`src/rtl/ntt_bf_pkg.sv`:
```
package ntt_bf_pkg;
  localparam int unsigned CW      = 23;
  localparam int unsigned MOD_Q   = 8380417;
  localparam int unsigned MUL_LAT = 3;
  localparam int unsigned OPW     = 3;
  localparam logic [CW-1:0] HALF_Q = CW'((MOD_Q + 1) / 2);

  localparam logic [OPW-1:0] OP_CT  = 3'd0;
  localparam logic [OPW-1:0] OP_GS  = 3'd1;
  localparam logic [OPW-1:0] OP_MUL = 3'd2;
  localparam logic [OPW-1:0] OP_ADD = 3'd3;
  localparam logic [OPW-1:0] OP_SUB = 3'd4;

  typedef struct packed {
    logic           vld;
    logic [OPW-1:0] op;
    logic [CW-1:0]  aux;
    logic [CW-1:0]  b;
  } bf_tag_t;

  // halving mod q without a multiplier
  function automatic logic [CW-1:0] mod_half(input logic [CW-1:0] x);
    return (x >> 1) + (x[0] ? HALF_Q : '0);
  endfunction
endpackage

```
`src/rtl/ntt_mod_add.sv`:
```
module ntt_mod_add #(
  parameter int unsigned W = 23,
  parameter int unsigned Q = 8380417
) (
  input  logic [W-1:0] x_i,
  input  logic [W-1:0] y_i,
  output logic [W-1:0] s_o
);
  localparam logic [W:0] QX = (W+1)'(Q);
  logic [W:0] sum;
  logic [W:0] red;
  always_comb begin
    sum = {1'b0, x_i} + {1'b0, y_i};
    red = (sum >= QX) ? sum - QX : sum;
    s_o = red[W-1:0];
  end
endmodule

```
`src/rtl/ntt_mod_sub.sv`:
```
module ntt_mod_sub #(
  parameter int unsigned W = 23,
  parameter int unsigned Q = 8380417
) (
  input  logic [W-1:0] x_i,
  input  logic [W-1:0] y_i,
  output logic [W-1:0] d_o
);
  localparam logic [W:0] QX = (W+1)'(Q);
  logic [W:0] dif;
  logic [W:0] fix;
  always_comb begin
    dif = {1'b0, x_i} - {1'b0, y_i};
    fix = (x_i >= y_i) ? dif : dif + QX;
    d_o = fix[W-1:0];
  end
endmodule

```
`src/rtl/ntt_mod_mul.sv`:
```
// Three-stage modular multiplier: product, Barrett quotient estimate, correction.
module ntt_mod_mul #(
  parameter int unsigned W = 23,
  parameter int unsigned Q = 8380417
) (
  input  logic         clk_i,
  input  logic         rst_ni,
  input  logic [W-1:0] x_i,
  input  logic [W-1:0] y_i,
  output logic [W-1:0] r_o
);
  localparam int unsigned K   = 2 * W;
  localparam int unsigned PW  = 2 * W;
  localparam int unsigned BW  = 3 * W + 1;
  localparam longint unsigned MU_L = (64'd1 << K) / longint'(Q);
  localparam logic [W:0]    MU  = MU_L[W:0];
  localparam logic [PW-1:0] QP  = PW'(Q);
  localparam logic [W+1:0]  Q1  = (W+2)'(Q);
  localparam logic [W+1:0]  Q2  = (W+2)'(2 * Q);

  logic [PW-1:0] p1_q, p2_q;
  logic [W:0]    qh_q;
  logic [BW-1:0] bprod;
  logic [PW-1:0] qq;
  logic [PW-1:0] rem_full;
  logic [W+1:0]  rem;
  logic [W+1:0]  rem_c;

  always_comb begin
    bprod    = {{(W+1){1'b0}}, p1_q} * {{PW{1'b0}}, MU};
    qq       = {{(W-1){1'b0}}, qh_q} * QP;
    rem_full = p2_q - qq;
    rem      = rem_full[W+1:0];
    if (rem >= Q2)      rem_c = rem - Q2;
    else if (rem >= Q1) rem_c = rem - Q1;
    else                rem_c = rem;
  end

  always_ff @(posedge clk_i or negedge rst_ni) begin
    if (!rst_ni) begin
      p1_q <= '0;
      p2_q <= '0;
      qh_q <= '0;
      r_o  <= '0;
    end else begin
      p1_q <= {{W{1'b0}}, x_i} * {{W{1'b0}}, y_i};
      p2_q <= p1_q;
      qh_q <= bprod[K +: W+1];
      r_o  <= rem_c[W-1:0];
    end
  end
endmodule

```
`src/rtl/ntt_bf_unit.sv`:
```
module ntt_bf_unit
  import ntt_bf_pkg::*;
#(
  parameter int unsigned W = CW,
  parameter int unsigned Q = MOD_Q
) (
  input  logic           clk_i,
  input  logic           rst_ni,
  input  logic           vld_i,
  input  logic [OPW-1:0] op_i,
  input  logic [W-1:0]   a_i,
  input  logic [W-1:0]   b_i,
  input  logic [W-1:0]   w_i,
  output logic           vld_o,
  output logic [W-1:0]   a_o,
  output logic [W-1:0]   b_o
);
  localparam int unsigned DL = MUL_LAT;

  // stage 0: input capture
  logic           s0_vld;
  logic [OPW-1:0] s0_op;
  logic [W-1:0]   s0_a, s0_b, s0_w;
  // stage 1: multiplier operands and side data
  logic           s1_vld;
  logic [OPW-1:0] s1_op;
  logic [W-1:0]   s1_aux, s1_b, s1_mx, s1_my;

  bf_tag_t dl_q [DL];
  bf_tag_t tl;

  logic [W-1:0] mul_r;
  logic [W-1:0] add_x, add_y, add_r;
  logic [W-1:0] sub_r;
  logic         front_sel;
  logic         back_pw;

  always_comb begin
    tl        = dl_q[DL-1];
    front_sel = s0_vld && (s0_op == OP_GS);
    back_pw   = (tl.op == OP_ADD) || (tl.op == OP_SUB);
    // shared adder/subtractor: before the multiplier for the inverse form, after it otherwise
    add_x     = front_sel ? s0_a : tl.aux;
    add_y     = front_sel ? s0_b : (back_pw ? tl.b : mul_r);
  end

  ntt_mod_add #(.W(W), .Q(Q)) u_add (.x_i(add_x), .y_i(add_y), .s_o(add_r));
  ntt_mod_sub #(.W(W), .Q(Q)) u_sub (.x_i(add_x), .y_i(add_y), .d_o(sub_r));
  ntt_mod_mul #(.W(W), .Q(Q)) u_mul (
    .clk_i (clk_i),
    .rst_ni(rst_ni),
    .x_i   (s1_mx),
    .y_i   (s1_my),
    .r_o   (mul_r)
  );

  always_ff @(posedge clk_i or negedge rst_ni) begin
    if (!rst_ni) begin
      s0_vld <= 1'b0;
      s0_op  <= '0;
      s0_a   <= '0;
      s0_b   <= '0;
      s0_w   <= '0;
    end else begin
      s0_vld <= vld_i;
      s0_op  <= op_i;
      s0_a   <= a_i;
      s0_b   <= b_i;
      s0_w   <= w_i;
    end
  end

  always_ff @(posedge clk_i or negedge rst_ni) begin
    if (!rst_ni) begin
      s1_vld <= 1'b0;
      s1_op  <= '0;
      s1_aux <= '0;
      s1_b   <= '0;
      s1_mx  <= '0;
      s1_my  <= '0;
    end else begin
      s1_vld <= s0_vld;
      s1_op  <= s0_op;
      s1_aux <= front_sel ? mod_half(add_r) : s0_a;
      s1_b   <= s0_b;
      s1_mx  <= front_sel ? sub_r : s0_b;
      s1_my  <= s0_w;
    end
  end

  // side data delay matched to the multiplier
  for (genvar i = 0; i < DL; i++) begin : g_dl
    always_ff @(posedge clk_i or negedge rst_ni) begin
      if (!rst_ni) begin
        dl_q[i] <= '0;
      end else if (i == 0) begin
        dl_q[i] <= '{vld: s1_vld, op: s1_op, aux: s1_aux, b: s1_b};
      end else begin
        dl_q[i] <= dl_q[(i == 0) ? 0 : i-1];
      end
    end
  end

  always_ff @(posedge clk_i or negedge rst_ni) begin
    if (!rst_ni) begin
      vld_o <= 1'b0;
      a_o   <= '0;
      b_o   <= '0;
    end else begin
      vld_o <= tl.vld;
      a_o   <= (tl.op == OP_GS) ? tl.aux : add_r;
      b_o   <= ((tl.op == OP_CT) || (tl.op == OP_SUB)) ? sub_r : mul_r;
    end
  end
endmodule

```
`config.mk`:
```
export PLATFORM = sky130hd
export DESIGN_NAME = ntt_bf_unit
export DESIGN_NICKNAME = d
export VERILOG_FILES = /design/src/rtl/ntt_bf_pkg.sv /design/src/rtl/ntt_mod_add.sv /design/src/rtl/ntt_mod_sub.sv /design/src/rtl/ntt_mod_mul.sv /design/src/rtl/ntt_bf_unit.sv
export SDC_FILE = /design/constraint.sdc
export NUM_CORES = 2
export LEC_CHECK = 0
export CAP_MARGIN = 20
export CORE_MARGIN = 3
export CORE_UTILIZATION = 55
export DETAILED_ROUTE_END_ITERATION = 10
export PLACE_DENSITY_LB_ADDON = 0.05
export REMOVE_ABC_BUFFERS = 1
export SLEW_MARGIN = 0
export SYNTH_ARGS = -nofsm -noshare
export SYNTH_HDL_FRONTEND = slang
export SYNTH_SLANG_ARGS = --single-unit
export TNS_END_PERCENT = 1
```
`constraint.sdc`:
```
create_clock -name clk_i -period 21.7 [get_ports clk_i]
set_input_delay 4.34 -clock clk_i [delete_from_list [all_inputs] [get_ports clk_i]]
set_output_delay 4.34 -clock clk_i [all_outputs]
set_load 0.05 [all_outputs]
```
# Word-level counts from Yosys, hierarchy flattened
# Cells that the tools add are included.
dict set report word_totals {
  ff_bits 484
  latchBits 0
  ram_bits 0
  mem_bits_ro 0
  word_cells 65
  n_memories 0
}
dict set report op_classes {
  add_sub_neg 8
  n_mul 3
  n_div 0
  n_lt_le_gt_ge 4
  n_eq_ne 4
  shifts 0
  mux 12
  n_bitwise 0
  reduce_logical 4
}
# cell count
set ops {}
lappend ops {{$mux W23} 11}
lappend ops {{$mul A46 B24 Y70 const B} 1}
lappend ops {{$sub A23 B23 Y23 const B} 3}
lappend ops {{$mul A23 B23 Y46} 1}
lappend ops {{$ge A25 B23 Y1 const B} 1}
lappend ops {{$ge A25 B24 Y1 const B} 1}
lappend ops {{$mul A24 B23 Y25 const B} 1}
lappend ops {{$sub A25 B25 Y25} 1}
lappend ops {{$add A23 B23 Y24} 1}
lappend ops {{$ge A24 B23 Y1 const B} 1}
lappend ops {{$add A22 B22 Y23} 1}
lappend ops {{$add A23 B23 Y23 const B} 1}
lappend ops {{$ge A23 B23 Y1} 1}
lappend ops {{$sub A23 B23 Y23} 1}
lappend ops {{$mux W22} 1}
lappend ops {{$eq A3 B1 Y1 const B} 2}
lappend ops {{$eq A3 B2 Y1 const B} 1}
lappend ops {{$eq A3 B3 Y1 const B} 1}
lappend ops {{$logic_not A3 Y1} 1}
lappend ops {{$logic_or A1 B1 Y1} 2}
lappend ops {{$logic_and A1 B1 Y1} 1}

# Logic depth before layout (Yosys ltp)
dict set report depth {
  ltp_word 10
  ltp_mapped 31
  depth_no_buf 30
}

# Modules after synthesis
# A second synthesis with hierarchy kept.
dict set report unflattened {
  cells_unflattened 4708
  hier_area_um2 47485.5
}
# mod n_inst cells_each area_each_um2
set modules_own_cells {}
lappend modules_own_cells {ntt_mod_mul 1 3293 31516.5}
lappend modules_own_cells {ntt_bf_unit 1 823 11856.4}
lappend modules_own_cells {ntt_mod_add 1 317 2219.6}
lappend modules_own_cells {ntt_mod_sub 1 275 1893.1}

# Worst setup path after synthesis
# OpenSTA, ideal clock, no wires.
dict set report synth_timing {
  kind {reg2reg}
  start {register s1_my[2]}
  end {register u_mul.p1_q[43]}
  setup_time_ns 0.079
  t_arrival_ns 7.469
  required_ns 21.621
  path_slack_ns 14.152
  stages_incl_launch_ff 29
  period_less_slack_ns 7.548
  cell_sequence {dfrtp_1 -> clkbuf_1 -> nand2_1 -> fa_1 -> fa_1 -> fa_1 -> inv_1 -> fa_1 -> inv_1 -> fa_1 -> inv_1 -> fa_1 -> inv_1 -> fa_1 -> inv_1 -> ha_1 -> nand3_1 -> nand2b_1 -> or4b_2 -> a21oi_1 -> a2111oi_0 -> o31a_1 -> o21ai_0 -> o41ai_1 -> o41ai_1 -> o21ai_0 -> nor2b_1 -> a21oi_1 -> xor2_1}
}
dict set report synth_between {
  elab_chain_len 1
}
# element line
set synth_lines {}
lappend synth_lines {{start, declared} ntt_bf_unit.sv:27} ;# logic [W-1:0] s1_aux, s1_b, s1_mx, s1_my;
lappend synth_lines {{start signal, assigned} ntt_bf_unit.sv:87} ;# s1_my <= s0_w;
lappend synth_lines {{$mul A23 B23 Y46} ntt_mod_mul.sv:46} ;# p1_q <= {{W{1'b0}}, x_i} * {{W{1'b0}}, y_i};
lappend synth_lines {{end signal, assigned} ntt_mod_mul.sv:46}
lappend synth_lines {{end, declared} ntt_mod_mul.sv:21} ;# logic [PW-1:0] p1_q, p2_q;
# Every way passes these cells.

# Worst setup path in the final report
dict set report layout_timing {
  start {register s1_mx[8]}
  end {register u_mul.p1_q[43]}
}
dict set report layout_between {
  elab_chain_len 1
}
# element line
set layout_lines {}
lappend layout_lines {{start, declared} ntt_bf_unit.sv:27}
lappend layout_lines {{start signal, assigned} ntt_bf_unit.sv:86} ;# s1_mx <= front_sel ? sub_r : s0_b;
lappend layout_lines {{$mul A23 B23 Y46} ntt_mod_mul.sv:46}
# Every way passes these cells.

==> summary.md <==
| Metric | Value |
|---|---|
| Status | completed |
| Routed len/inst | 19.3 um |
| H-tree lvl count | 2 |
| Yosys warns | 0 |
| Total Nets Final | between 5000 and 6000 |
| CTS Buf Count | 52 |
| DP HPWL | 90.2 mm |
| Final worst path period share | 40.4% |
| R2R Setup Slk | 12930 ps |
| Least-Margin Pin Slew | about 1100 ps |
| Worst setup EP type | flop |
| CP startpoint | s1_mx[8]$_DFF_PN0_ |
| Setup tns final | 0 ps |
| First-pass GRT wire length | 187 mm |
| Post-CTS sizing | 0 |
| Post-synthesis cell count | 4667 |
| CTS tree | done |
| Maxcap violations | 0 |
| Die area | 88300 um^2 |
| M2 GR Usage | 46.6% |
| Routability Congestion | around 0.9 |
| Startpoint types | flop |
| ANT nets after route | 0 |
| Ys flop type | dfrtp_1 |
| Tmin final | just under 9000 ps |
| IO buf count | 121 |
| Synth cell types | 101 |
| Met1 Use GR | 34.5% |
| R2r startpoint | s1_mx[8]$_DFF_PN0_ |
| Vias per cell | around 5.4 |
| Final Slew Violations | 0 |
| CP max stage cell | dfrtp_1 |
| Worst Hold Launch | s1_aux[10]$_DFF_PN0_ |
| Clk_skew | approximately 30 ps |
| Global Route Usage Sum | 26.8% |
| Yosys reg bits | around 480 |
| Hold/Removal Path Class | flop to flop |
| Hold buffers post-CTS | 0 |
| Post-synth EDFFs | 0 |
| Worst Path Arrival | 9280 ps |
| Largest net degree at the start of global routing | 84 |
| Worst-path maximum fanout | 23 |
| Number of cell rows | 106 |
| Max_slew headroom | 27.3% |
| Initial drt markers | 1550 |
| Layout cells sized above 1 | under 10% |
| CP max stage delay | around 910 ps |
| End of the worst register-to-register path | u_mul.p1_q[43]$_DFF_PN0_ |
| Detailed Route WL | 114 mm |
| DRC viols | 0 |
| Maximum clock path buffer count | 3 |
| Worst EP required | 22210 ps |
| DRT Pass-1 Iters | 7 |
| Layout area overhead | 9.05% |
| Initial core utilization | 55.6% |
| Worst-skew pair later-pin latency | around 640 ps |
| RSZ-0062 raised after global routing | no |
| GR Layer Usage met3 | 3.27% |
| Hold Path Sink | dl_q[133]$_DFF_PN0_ |
| Ant. Diodes | 0 |
| Clk slew on worst S/H paths | 70 ps |
| I/O pin total | 122 |
| Avg Inst Size Synth | 9.99 um^2 |
| Gr busiest metal | met2 |
| FF-to-FF path depth | 29 |
| Core area | 83800 um^2 |
| Final hold violations | 0 |
| Fmax | 0.114 GHz |
| # Post-CTS Setup Buffers | 0 |
| Most frequent CP cell | fa_1 |
| Total number of vias | 31600 |
| CTS root buffer | clkbuf_16 |
| Final setup fails | 0 |
| Hold Path Depth | 0 |
| Die width | just under 300 um |
| Synth Cell Area | 46600 um^2 |
| Grt ovf | 0 |
| Number of global-route vias before repair | approximately 34000 |
| Total clock sinks | 484 |
| Seq/Total Area, Yosys | 26.0% |
| Vert. Die Dim | 297 um |
| Initial antenna violation count | 0 |
| Ys async rst share | 100% |
| Critical path class | flop to flop |
==> cell type report <==
cell class	instances	area (um^2)
Inverter	827	3110
Clock buffer	66	1410
Timing Repair Buffer	155	1500
Fill cell	7247	33000
Tap cell	1134	1420
Clock inverter	32	422
Multi-Input combinational cell	3204	30900
Sequential cell	484	12100
==> per-stage QoR <==
stage | instances | setup slack (ps) | hold slack, ps | utilization, % | area [um^2]
finish | 5902 | 12930 | 331 | 60.7 | 50900
global route | 5902 | 12390 | 347 | 60.7 | 50900
CTS | 5900 | 12980 | 324 | 60.6 | 50800
detailed placement | 5802 | 13020 | 335 | 58.4 | 49000
global placement | 5802 | 13120 | 331 | 58.4 | 49000
floorplan | 4515 | 10080 | 331 | - | 46000
==> worst max-delay path by stage <==
stage / to / slack [ps] / cells after the start
floorplan: s1_aux[21]$_DFF_PN0_ / 10080 / 23
global placement: u_mul.p1_q[43]$_DFF_PN0_ / 13120 / 30
detailed placement: u_mul.p1_q[43]$_DFF_PN0_ / 13020 / 27
CTS: u_mul.p1_q[43]$_DFF_PN0_ / 12980 / 29
global route: s1_aux[21]$_DFF_PN0_ / 12390 / 24
finish: u_mul.p1_q[43]$_DFF_PN0_ / 12930 / 29
==> flip-flops by register name (all words and copies together), names as in the netlist, 24 cells and up <==
name and cells:
dl_q 150, u_mul.p2_q 25, u_mul.qh_q 24, u_mul.p1_q 46
==> worst max-delay path, delay by kind of cell, from the launching register on <==
family	cells	cell delay [ps]
xor gates and xnor gates	1	140
AOI/OAI and AO/OA	11	2910
buffers and inverters	5	250
DFF	1	910
adders and majority gates	8	3530
and+or+nand+nor	4	880
==> synthesized netlist by cell type (6+ instances only) <==
cell type  instances  area [um^2]
nand2b_1          19          119
xor2_1            58          508
a41oi_1            6         52.6
and3_1            24          150
nor2b_1           11         68.8
a31oi_1           21          131
nor4_1            20          125
a21oi_1          123          616
a211oi_1          15          113
fa_1             603        12100
ha_1             551         6890
nand4_1           19          119
buf_2              7         35.0
inv_1            825         3100
o21ai_1            7         35.0
o31ai_1           11         82.6
a21o_1            50          375
o211ai_1           8         60.1
nand3_1           40          200
o21a_1            14          105
and2_1           263         1650
nor3b_1            8         60.1
nand2_1          552         2070
a211o_1            7         61.3
o21bai_1          22          165
mux2i_1           33          330
clkbuf_1         137          514
or3_1             23          144
or2_2             21          131
nor2_1           173          649
dfrtp_1          484        12100
xnor2_1          161         1410
o31a_1             6         52.6
o21ai_0          148          741
buf_1              7         26.3
nor3_1            66          330
or4_1              7         52.6
==> placed cells by master, fill, tap and decap left out, drive strengths merged, types with 120 or more instances in the layout <==
cell / count
inv: 830
fa: 603
nand2: 552
ha: 551
dfrtp: 484
and2: 264
nor2: 173
xnor2: 163
o21ai: 157
a21oi: 125
clkdlybuf4s50: 120
==> logic make-up after synthesis <==
kind of cell	share of synthesized area (%)
adder cells (fa/ha/maj)	40.7
multiplexers	0.757
AO/OA/AOI/OAI	7.37
flip-flops	26.0
XOR/XNOR	4.18
buffers and inverters	7.92
AND/OR/NAND/NOR	13.1
==> per-layer routing <==
metal	vias to the layer above	part of all wire [%]
met5	-	0
met3	218	4.0
li1	14800	-
met4	0	4.4
met2	653	50
met1	15900	42
Power is not shown: default switching activity piles up to over one toggle a cycle in this logic, so the estimate is an artifact.
